[src/rtl/nor_seq_pkg.sv]
package nor_seq_pkg;

    typedef enum logic {
        OP_PROG  = 1'b0,
        OP_ERASE = 1'b1
    } op_e;

    typedef enum logic [3:0] {
        S_IDLE,
        S_PRE_RD,
        S_PRE_SMP,
        S_CMD,
        S_POLL_RD,
        S_POLL_SMP,
        S_SUS_WR,
        S_SUS_RD,
        S_SUS_SMP,
        S_HOLD,
        S_RES_RD,
        S_RES_SMP,
        S_RES_WR,
        S_DONE
    } st_e;

    localparam logic [15:0] OFF_A = 16'hAAAA;
    localparam logic [15:0] OFF_B = 16'h5555;
    localparam logic [7:0]  KEY_A = 8'hAA;
    localparam logic [7:0]  KEY_B = 8'h55;
    localparam logic [7:0]  C_PROG  = 8'hA0;
    localparam logic [7:0]  C_ERSET = 8'h80;
    localparam logic [7:0]  C_GO    = 8'h30;
    localparam logic [7:0]  C_PAUSE = 8'hB0;
    localparam int          STAT_BIT = 7;

    // one write step of a command sequence
    typedef struct packed {
        logic [15:0] off;
        logic [7:0]  code;
        logic        at_tgt;
        logic        use_val;
        logic        last;
    } step_t;

    function automatic step_t cmd_step(op_e op, logic [2:0] idx);
        step_t s;
        s = '{off: OFF_A, code: KEY_A, at_tgt: 1'b0, use_val: 1'b0, last: 1'b0};
        if (op == OP_PROG) begin
            case (idx)
                3'd0: s.code = KEY_A;
                3'd1: begin s.off = OFF_B; s.code = KEY_B; end
                3'd2: s.code = C_PROG;
                default: begin s.at_tgt = 1'b1; s.use_val = 1'b1; s.last = 1'b1; end
            endcase
        end else begin
            case (idx)
                3'd0, 3'd3: s.code = KEY_A;
                3'd1, 3'd4: begin s.off = OFF_B; s.code = KEY_B; end
                3'd2: s.code = C_ERSET;
                default: begin s.at_tgt = 1'b1; s.code = C_GO; s.last = 1'b1; end
            endcase
        end
        return s;
    endfunction

endpackage

[src/rtl/nor_poll_timer.sv]
module nor_poll_timer #(
    parameter int CW = 16
) (
    input  logic          clk,
    input  logic          rst,
    input  logic          clr,
    input  logic          tick,
    input  logic [CW-1:0] limit,
    output logic          expired
);
    logic [CW-1:0] cnt;

    always_ff @(posedge clk) begin
        if (rst || clr)
            cnt <= '0;
        else if (tick && cnt != '1)
            cnt <= cnt + 1'b1;
    end

    assign expired = (cnt >= limit);
endmodule

[src/rtl/nor_bus_drv.sv]
module nor_bus_drv
    import nor_seq_pkg::*;
#(
    parameter int AW = 16,
    parameter int DW = 16
) (
    input  st_e           st,
    input  step_t         step,
    input  logic [AW-1:0] tgt,
    input  logic [DW-1:0] val,
    output logic [AW-1:0] addr,
    output logic [DW-1:0] wdata,
    output logic          we,
    output logic          re
);
    always_comb begin
        addr  = tgt;
        wdata = '0;
        we    = 1'b0;
        re    = 1'b0;
        unique case (st)
            S_PRE_RD, S_POLL_RD, S_SUS_RD, S_RES_RD: re = 1'b1;
            S_CMD: begin
                we    = 1'b1;
                addr  = step.at_tgt  ? tgt : AW'(step.off);
                wdata = step.use_val ? val : DW'(step.code);
            end
            S_SUS_WR: begin we = 1'b1; wdata = DW'(C_PAUSE); end
            S_RES_WR: begin we = 1'b1; wdata = DW'(C_GO); end
            default: ;
        endcase
    end
endmodule

[src/rtl/nor_cmd_seq.sv]
module nor_cmd_seq
    import nor_seq_pkg::*;
#(
    parameter int AW = 16,
    parameter int DW = 16,
    parameter int TW = 16
) (
    input  logic          clk,
    input  logic          rst,
    input  logic          req_start,
    input  logic          req_op,
    input  logic [AW-1:0] req_addr,
    input  logic [DW-1:0] req_data,
    input  logic [TW-1:0] tmo_limit,
    input  logic          irq,
    output logic          busy,
    output logic          done,
    output logic          err,
    output logic          sus_pend,
    output logic          suspended,
    output logic [AW-1:0] fl_addr,
    output logic [DW-1:0] fl_wdata,
    output logic          fl_we,
    output logic          fl_re,
    input  logic [DW-1:0] fl_rdata
);
    st_e           st;
    op_e           op_q;
    logic [2:0]    idx;
    logic [AW-1:0] addr_q;
    logic [DW-1:0] data_q;
    logic          err_q, pend_q, susp_q;
    logic          t_clr, t_tick, t_exp;
    step_t         step;
    logic          stat, poll_ok, clash;

    assign step    = cmd_step(op_q, idx);
    assign stat    = fl_rdata[STAT_BIT];
    assign poll_ok = (op_q == OP_PROG) ? (stat == data_q[STAT_BIT]) : stat;
    assign clash   = |(~fl_rdata & data_q);

    nor_poll_timer #(.CW(TW)) u_tmr (
        .clk(clk), .rst(rst), .clr(t_clr), .tick(t_tick),
        .limit(tmo_limit), .expired(t_exp)
    );

    nor_bus_drv #(.AW(AW), .DW(DW)) u_bus (
        .st(st), .step(step), .tgt(addr_q), .val(data_q),
        .addr(fl_addr), .wdata(fl_wdata), .we(fl_we), .re(fl_re)
    );

    always_comb begin
        t_clr  = 1'b0;
        t_tick = 1'b0;
        case (st)
            S_CMD:      t_clr  = step.last;
            S_SUS_WR,
            S_RES_WR:   t_clr  = 1'b1;
            S_POLL_SMP: t_tick = !poll_ok;
            S_SUS_SMP:  t_tick = !stat;
            default: ;
        endcase
    end

    always_ff @(posedge clk) begin
        if (rst) begin
            st     <= S_IDLE;
            op_q   <= OP_PROG;
            idx    <= '0;
            addr_q <= '0;
            data_q <= '0;
            err_q  <= 1'b0;
            pend_q <= 1'b0;
            susp_q <= 1'b0;
        end else begin
            case (st)
                S_IDLE: if (req_start) begin
                    op_q   <= op_e'(req_op);
                    addr_q <= req_addr;
                    data_q <= req_data;
                    idx    <= '0;
                    err_q  <= 1'b0;
                    st     <= (op_e'(req_op) == OP_PROG) ? S_PRE_RD : S_CMD;
                end
                S_PRE_RD:  st <= S_PRE_SMP;
                S_PRE_SMP: begin
                    if (clash) begin
                        err_q <= 1'b1;
                        st    <= S_DONE;
                    end else begin
                        st <= S_CMD;
                    end
                end
                S_CMD: begin
                    if (step.last) st  <= S_POLL_RD;
                    else           idx <= idx + 1'b1;
                end
                S_POLL_RD:  st <= S_POLL_SMP;
                S_POLL_SMP: begin
                    if (poll_ok) begin
                        st <= S_DONE;
                    end else if (op_q == OP_ERASE && irq) begin
                        pend_q <= 1'b1;
                        st     <= S_SUS_WR;
                    end else if (t_exp) begin
                        err_q <= 1'b1;
                        st    <= S_DONE;
                    end else begin
                        st <= S_POLL_RD;
                    end
                end
                S_SUS_WR:  st <= S_SUS_RD;
                S_SUS_RD:  st <= S_SUS_SMP;
                S_SUS_SMP: begin
                    if (stat) begin
                        susp_q <= 1'b1;
                        st     <= S_HOLD;
                    end else if (t_exp) begin
                        err_q  <= 1'b1;
                        pend_q <= 1'b0;
                        st     <= S_DONE;
                    end else begin
                        st <= S_SUS_RD;
                    end
                end
                S_HOLD:    if (!irq) st <= S_RES_RD;
                S_RES_RD:  st <= S_RES_SMP;
                S_RES_SMP: st <= S_RES_WR;
                S_RES_WR: begin
                    pend_q <= 1'b0;
                    susp_q <= 1'b0;
                    st     <= S_POLL_RD;
                end
                S_DONE:  st <= S_IDLE;
                default: st <= S_IDLE;
            endcase
        end
    end

    assign busy      = (st != S_IDLE);
    assign done      = (st == S_DONE);
    assign err       = err_q;
    assign sus_pend  = pend_q;
    assign suspended = susp_q;
endmodule

[config.mk]
export PLATFORM = sky130hd
export DESIGN_NAME = nor_cmd_seq
export DESIGN_NICKNAME = d
export VERILOG_FILES = /design/src/rtl/nor_seq_pkg.sv /design/src/rtl/nor_poll_timer.sv /design/src/rtl/nor_bus_drv.sv /design/src/rtl/nor_cmd_seq.sv
export SDC_FILE = /design/constraint.sdc
export NUM_CORES = 1
export LEC_CHECK = 0
export BUFFER_PORTS_ARGS = -buffer_cell sky130_fd_sc_hd__buf_2
export CORE_MARGIN = 1
export CORE_UTILIZATION = 28
export CTS_CLUSTER_DIAMETER = 30
export DETAILED_ROUTE_END_ITERATION = 10
export PLACE_DENSITY = 0.5
export SYNTH_ARGS = -nofsm -noshare
export SYNTH_HDL_FRONTEND = slang
export SYNTH_SLANG_ARGS = --single-unit
[constraint.sdc]
create_clock -name clk -period 2.7 [get_ports clk]
set_input_delay 0.405 -clock clk [delete_from_list [all_inputs] [get_ports clk]]
set_output_delay 0.405 -clock clk [all_outputs]
set_load 0.1 [all_outputs]
==> results of run 1 <==
## layout make-up
type	count	area share [%]
Antenna cell	1	0.04850
Clock buffer	10	4.437
Clock inverter	6	1.285
Inverter	28	2.037
Multi-Input combinational cell	375	44.33
Sequential cell	59	22.91
Tap cell	172	4.171
Timing Repair Buffer	124	20.78
## power by group
| part | internal [mW] | leakage [nW] | switching, mW |
|---|---|---|---|
| logic | 0.960 | 1.65 | 2.19 |
| registers | 1.03 | 0.481 | 0.111 |
| clock network | 0.716 | 0.146 | 0.428 |
## metal layers
metal  part of all wire (%)  vias to the layer above  global-route usage (%)
met5                      0                        -                       0
met2                     44                      105                   24.96
met1                     48                     1698                   23.78
li1                       -                     1891                       -
met3                    7.0                       10                   4.341
met4                    1.4                        0                   5.726
## state kept, by name, summed over array words and instances (netlist names)
name,count
suspended,1
err,1
sus_pend,1
op_q,1
st,4
addr_q,16
idx,3
u_tmr.cnt,16
data_q,16
## timing repair
action | 4_1_cts | 5_1_grt
endpoints found under the setup margin | 27 | 27
resized for setup | 12 | 21
buffers inserted | 1 | 0
pin swaps | 1 | 0
hold endpoints to repair | 0 | 0
## critical path, stage by stage, from the launching register on
cell      delay [ns]
dfxtp_2         0.34
inv_1           0.13
ha_2            0.28
nor3_1          0.06
o21bai_1        0.22
nand2_1         0.11
nor2_2          0.16
buf_4           0.23
o21a_1          0.16
buf_6           0.23
## cell usage in the layout (no fill, tap or decap), types with 8 or more instances in the layout
cell type,count
ha_1,21
buf_6,11
nor2_1,35
a21oi_1,48
nand4_1,8
clkbuf_16,9
nand2_1,105
xor2_1,12
buf_2,75
o21ai_0,10
inv_1,28
buf_12,23
nor2b_1,13
o21a_1,13
and2_1,9
buf_4,15
nor2_2,9
dfxtp_1,58
nand3_1,12
## path summary, 6_finish.rpt
path	slack [ns]	endpoint
setup / recovery	0.05	fl_addr[10]
hold / removal	0.32	addr_q[2]
setup reg to reg	0.45	err
hold reg to reg	0.46	addr_q[14]
## through the flow
stage | instances | utilization [%] | setup TNS, ns | cell area [sq um]
after floorplan | 487 | - | -0.01801 | 3645
after global placement | 757 | 37.61 | 0 | 4746
after detailed placement | 757 | 37.61 | 0 | 4746
after CTS | 774 | 40.24 | -0.1382 | 5079
after global routing | 774 | 40.87 | -0.8310 | 5157
final | 775 | 40.89 | 0 | 5160
## logic make-up (layout without fill, tap and decap cells)
family	after synthesis	count (layout)	share of synthesized area, %
and+or+nand+nor	221	221	27.89
AOI/OAI and AO/OA	112	112	20.97
DFF	59	59	32.51
buffers and inverters	53	168	5.991
adders and majority gates	23	23	7.920
xor gates and xnor gates	16	16	3.857
muxes	3	3	0.8609
other	0	1	0
==> impl_results.md, run 1 <==
- Result of the run: finished, final reports clean
- Synthesis Warnings: 0
- Post-synth design cell area: 3633 sq um
- Detail Route Antenna Nets: 0
- Site Rows: 41
- Hold Violations, Final: 0
- Hold slack: 0.3161 ns
- Number of design-rule violations left by the first detailed-router iteration: 192
- CP Data Arrival Time: 2.24 ns
- Setup repair after global routing missed its margin: yes
- Portion of the post-synthesis area used by sequential elements: 32.51%
- Residual DRC count: 0
- Total power density per cell area: 1052 nW/um^2
- Final weighted congestion in routability-driven placement: 0.8465
- CTS tree: done
- Aggregate routed wire length: 10850 um
- Achievable Freq: 377.8 MHz
- Period Utilization, post-route: 98.03%
- Number of antenna violations at the first check in global routing: 0
- Floorplan die width: 115.9 um
- Area taken by flip-flops and latches: 1182 sq um
- Layout filler cell count: 1340
- Pin slew with the least headroom to its limit: 0.5461 ns
- Slew headroom: 63.59%
- Average instance area after synthesis: 7.461 sq um
- Count of maximum capacitance violations: 0
- I/O pin count: 108
- First-pass GRT wire length: 17840 um
- Core box area: 12620 sq um
- WL/cell: 14.00 um
- Vias after detailed routing: 3704
- Footprint of the multi-input gates: 2287 sq um
- Post-route clock skew: 0.009842 ns
- Aggregate global-route resource usage: 16.93%
- Maximum clock insertion buffer count: 2
- Min-Delay Path Depth: 3
- Level count of the clock H-tree: 3
- Detailed placer's ending HPWL: 8067 um
- Kind of end point of the critical path: output port
- Detailed Routing Iterations Pass 1: 5
- Num Clock Sinks: 59
- Critical Setup Path Class: reg2out
- Worst Setup Start Kind: register
- Top cells by area, synth: dfxtp_1, nand2_1, ha_1, a21oi_1, nor2_1
- Number of pins exceeding their max-slew limit in the final report: 0
- Post-synthesis net count: 579
- Top cells by count, synth: nand2_1, dfxtp_1, a21oi_1
- DIE HEIGHT: 115.9 um
- Final number of setup-violating endpoints: 0
- Final worst path period need: 2.647 ns
- Buffer type at the clock tree root: clkbuf_16
- Count of nets after finishing: 689
- #FFs+latches synth: 59
- Maximum number of pins on one net before global-route repair: 29
- Port buffer count: 107
- Data required, critical path: 2.30 ns
- Vias/cell: 4.779
- Hold crit path type: in2reg
- Path depth of the worst reg2reg path: 7
- Largest area contributor in the synthesized netlist: dfxtp_1
- Post-synth top area share: 32.51%
- Min-delay src: req_addr[2]
- Most common cell in the netlist: nand2_1
- Post-synth ARST share: 0%
- Total die area: 13440 sq um
- RR Startpoint: u_tmr.cnt[6]
- Minimum setup slack after placement: 0.1072 ns
- Area Overhead vs Synth: 42.01%
- Post-CTS Hold Fix Bufs: 0
- Leftover overflow at the end of global routing: 0
- Clock transition at the registers of the reported paths: 0.06 ns
- Final setup slack of the worst path: 0.05312 ns
- Count of distinct cell types in the synthesized netlist: 53
- Worst setup path start: idx[0]
- Critical path peak fanout: 12
- Cell count after synthesis: 487
- Vias in the first global route: 3659
- Fraction of final layout cells with drive strength greater than 1: 27.41%
- Top FF cell, synth: dfxtp_1
- Clock buffer count from CTS: 9
- Leakage: 2.280 nW
- Number of enable flip-flop cells after synthesis: 0
- Clock latency at the later pin of the worst-skew pair: 0.33 ns
- Total chip power: 5.427 mW
- Initial core utilization: 28.79%
- Peak supply drop: 0.8213 mV
Note: power is estimated with default switching activity, not from simulation.
==> run 2: changes to the inputs <==
--- a/config.mk
+++ b/config.mk
@@ -6,6 +6,7 @@
 export NUM_CORES = 1
 export LEC_CHECK = 0
 export BUFFER_PORTS_ARGS = -buffer_cell sky130_fd_sc_hd__buf_2
+export CORE_ASPECT_RATIO = 1.1
 export CORE_MARGIN = 1
 export CORE_UTILIZATION = 28
 export CTS_CLUSTER_DIAMETER = 30
==> run 2 against run 1 <==
- critical path depth up 2
- core utilization up 0.27 points
- sequential power about the same
- non-clock buffer count up 3
- cell count down 1.7%
- fmax up 2.4%
- clock skew down 0.0046 ns
- worst setup slack better by 0.063 ns
- die area about the same
- critical endpoint is now fl_addr[7]
- largest power group unchanged
==> impl_results.md, run 2 (synthesized netlist as in run 1, its figures left out) <==
- Total chip power: 5.461 mW (was 5.427 mW)
- CTS tree: done (unchanged)
- Data required, critical path: 2.30 ns (about the same)
- Fraction of final layout cells with drive strength greater than 1: 28.26% (was 27.41%)
- Critical Setup Path Class: reg2out (unchanged)
- Clock transition at the registers of the reported paths: 0.05 ns (was 0.06 ns)
- Number of design-rule violations left by the first detailed-router iteration: 171 (was 192)
- Critical path peak fanout: 8 (was 12)
- Aggregate routed wire length: 10840 um (was 10850 um)
- Global routing met3 resource utilization: 4.545% (was 4.341%)
- Maximum number of pins on one net before global-route repair: 32 (was 29)
- Final worst path period need: 2.584 ns (was 2.647 ns)
- Level count of the clock H-tree: 3 (unchanged)
- Vias in the first global route: 3866 (was 3659)
- CP Cell Sequence: inv_2, ha_2, buf_4, nor2_2, o221ai_2, nand2_1, nor2_2, nand2_2, clkbuf_4, nand2_1, buf_12 (was inv_1, ha_2, nor3_1, o21bai_1, nand2_1, nor2_2, buf_4, o21a_1, buf_6)
- Hold crit path type: in2reg (unchanged)
- Path depth of the worst reg2reg path: 7 (unchanged)
- Vias/cell: 4.864 (was 4.779)
- Met2 GRT Util: 28.45% (was 24.96%)
- Gr busiest metal: met2 (unchanged)
- Detail Route Antenna Nets: 0 (unchanged)
- Detailed Routing Iterations Pass 1: 4 (was 5)
- CP Data Arrival Time: 2.18 ns (was 2.24 ns)
- Regs by FF count: addr_q: 16 flops, data_q: 16 flops, u_tmr.cnt: 16 flops (unchanged)
- Final weighted congestion in routability-driven placement: 0.7978 (was 0.8465)
- Endpoint of the lowest-slack register-to-register path: st[0] (was err)
- Area Overhead vs Synth: 43.22% (was 42.01%)
- Layout filler cell count: 1293 (was 1340)
- Number of antenna violations at the first check in global routing: 0 (unchanged)
- Site Rows: 43 (was 41)
- Post-CTS Hold Fix Bufs: 0 (unchanged)
- R2r setup slk: 0.39 ns (was 0.45 ns)
- Pin slew with the least headroom to its limit: 0.5174 ns (was 0.5461 ns)
- Maximum clock insertion buffer count: 2 (unchanged)
- RR Startpoint: u_tmr.cnt[6] (unchanged)
- Period Utilization, post-route: 95.71% (was 98.03%)
- Vias after detailed routing: 3706 (was 3704)
- Hold slack: 0.3165 ns (was 0.3161 ns)
- Result of the run: finished, final reports clean (unchanged)
- Detailed placer's ending HPWL: 8177 um (was 8067 um)
- Buffer type at the clock tree root: clkbuf_16 (unchanged)
- Achievable Freq: 387.0 MHz (was 377.8 MHz)
- Total power density per cell area: 1049 nW/um^2 (was 1052 nW/um^2)
- Leakage: 2.309 nW (was 2.280 nW)
- Port buffer count: 107 (unchanged)
- Num Clock Sinks: 59 (unchanged)
- DIE HEIGHT: 121.5 um (was 115.9 um)
- Clock buffer count from CTS: 9 (unchanged)
- Initial core utilization: 28.74% (was 28.79%)
- Peak supply drop: 0.8553 mV (was 0.8213 mV)
- Residual DRC count: 0 (unchanged)
- Core box area: 12640 sq um (was 12620 sq um)
- Worst Setup Start Kind: register (unchanged)
- Clock latency at the later pin of the worst-skew pair: 0.32 ns (was 0.33 ns)
- Peak per-stage delay on the critical path: 0.35 ns (was 0.34 ns)
- Min-delay src: req_data[0] (was req_addr[2])
- Count of antenna diodes in the layout: 0 (was 1)
- Critical-path cell with the highest stage delay: dfxtp_2 (unchanged)
- WL/cell: 14.22 um (was 14.00 um)
- Combined buffer and inverter count along the critical path: 4 (was 3)
- I/O pin count: 108 (unchanged)
- Total die area: 13440 sq um (about the same)
- Final setup slack of the worst path: 0.1158 ns (was 0.05312 ns)
- Min-Delay Path Depth: 3 (unchanged)
- Hold Violations, Final: 0 (unchanged)
- Number of pins exceeding their max-slew limit in the final report: 0 (unchanged)
- Most frequent cells in the layout: nand2_1, buf_2, dfxtp_1 (unchanged)
- Floorplan die width: 110.6 um (was 115.9 um)
- Leftover overflow at the end of global routing: 0 (unchanged)
- Leading cell type in the layout, fill and taps excluded: nand2_1 (unchanged)
- Kind of end point of the critical path: output port (unchanged)
- Count of maximum capacitance violations: 0 (unchanged)
- Aggregate global-route resource usage: 16.36% (was 16.93%)
- Minimum setup slack after placement: -0.2296 ns (was 0.1072 ns)
- Hold EP: data_q[0] (was addr_q[2])
- Count of nets after finishing: 692 (was 689)
- First-pass GRT wire length: 17940 um (was 17840 um)
- Worst path top cell family by delay: buffers and inverters (unchanged)
- Post-route clock skew: 0.005203 ns (was 0.009842 ns)
- Slew headroom: 64.61% (was 63.59%)
- Met1 Track Usage GR: 18.87% (was 23.78%)
- Final number of setup-violating endpoints: 0 (unchanged)
run 2: cell count changes in the layout (fill, tap and decap cells not counted), sizes merged:
cell and delta:
buf +2, clkbuf +2, clkinv -2, clkinvlp +1, diode -1
run 2: stage by stage:
| stage | TNS (ns) | cells | instance area (sq um) | util [%] |
|---|---|---|---|---|
| final | 0 | 762 | 5204 | 41.16 |
| after global routing | -0.006962 | 762 | 5204 | 41.16 |
| after CTS | 0 | 757 | 5144 | 40.68 |
| after detailed placement | -1.641 | 740 | 4805 | 38.00 |
| after global placement | -0.8327 | 740 | 4805 | 38.00 |
| after floorplan | -0.01801 | 487 | 3645 | - |
run 2: what timing repair did:
item / 4_1_cts / 5_1_grt
gates cloned: 0 / 1
endpoints found under the setup margin: 29 / 27
hold endpoints to repair: 0 / 0
gates resized for setup: 9 / 10
pin swaps: 1 / 2
setup buffers: 1 / 4
run 2: area by class of cell:
cell class	instances	area, sq um	area share [%]
inverters	28	105.1	2.020
clock buffers	11	242.7	4.665
repair buffers	127	1132	21.76
well taps	157	196.4	3.775
clock inverters	5	52.55	1.010
flip-flops and latches	59	1184	22.75
multi-input cells	375	2291	44.03
run 2: how the worst max path moves through the flow:
stage / from / endpoint / slack (ns) / cells after the start
after detailed placement: idx[0] / fl_addr[13] / -0.23 / 8
after CTS: idx[0] / fl_addr[12] / 0.007 / 10
final: idx[0] / fl_addr[7] / 0.12 / 11
after global placement: idx[0] / fl_addr[9] / -0.11 / 8
after global routing: idx[0] / fl_addr[7] / -0.007 / 11
after floorplan: idx[0] / fl_wdata[7] / -0.02 / 7
run 2: per-layer routing:
| metal | wire length [um] | vias to the layer above |
|---|---|---|
| met5 | 0 | - |
| met4 | 267 | 0 |
| met1 | 4718 | 1722 |
| met3 | 640 | 16 |
| li1 | - | 1882 |
| met2 | 5208 | 86 |
run 2: report_power, final:
part	switching, mW	total, mW	leakage (nW)	internal (mW)
clock	0.396	1.13	0.145	0.734
combinational	2.16	3.18	1.68	1.02
sequential	0.128	1.15	0.481	1.03
total	2.68	5.46	2.31	2.78
run 2: worst register-to-register path, cell delays in order, from the launching register on:
cell	delay, ns
dfxtp_1	0.42
ha_1	0.28
and3_1	0.16
a221oi_1	0.22
o21ai_1	0.16
a311oi_2	0.54
o21ai_0	0.22
a21o_1	0.20
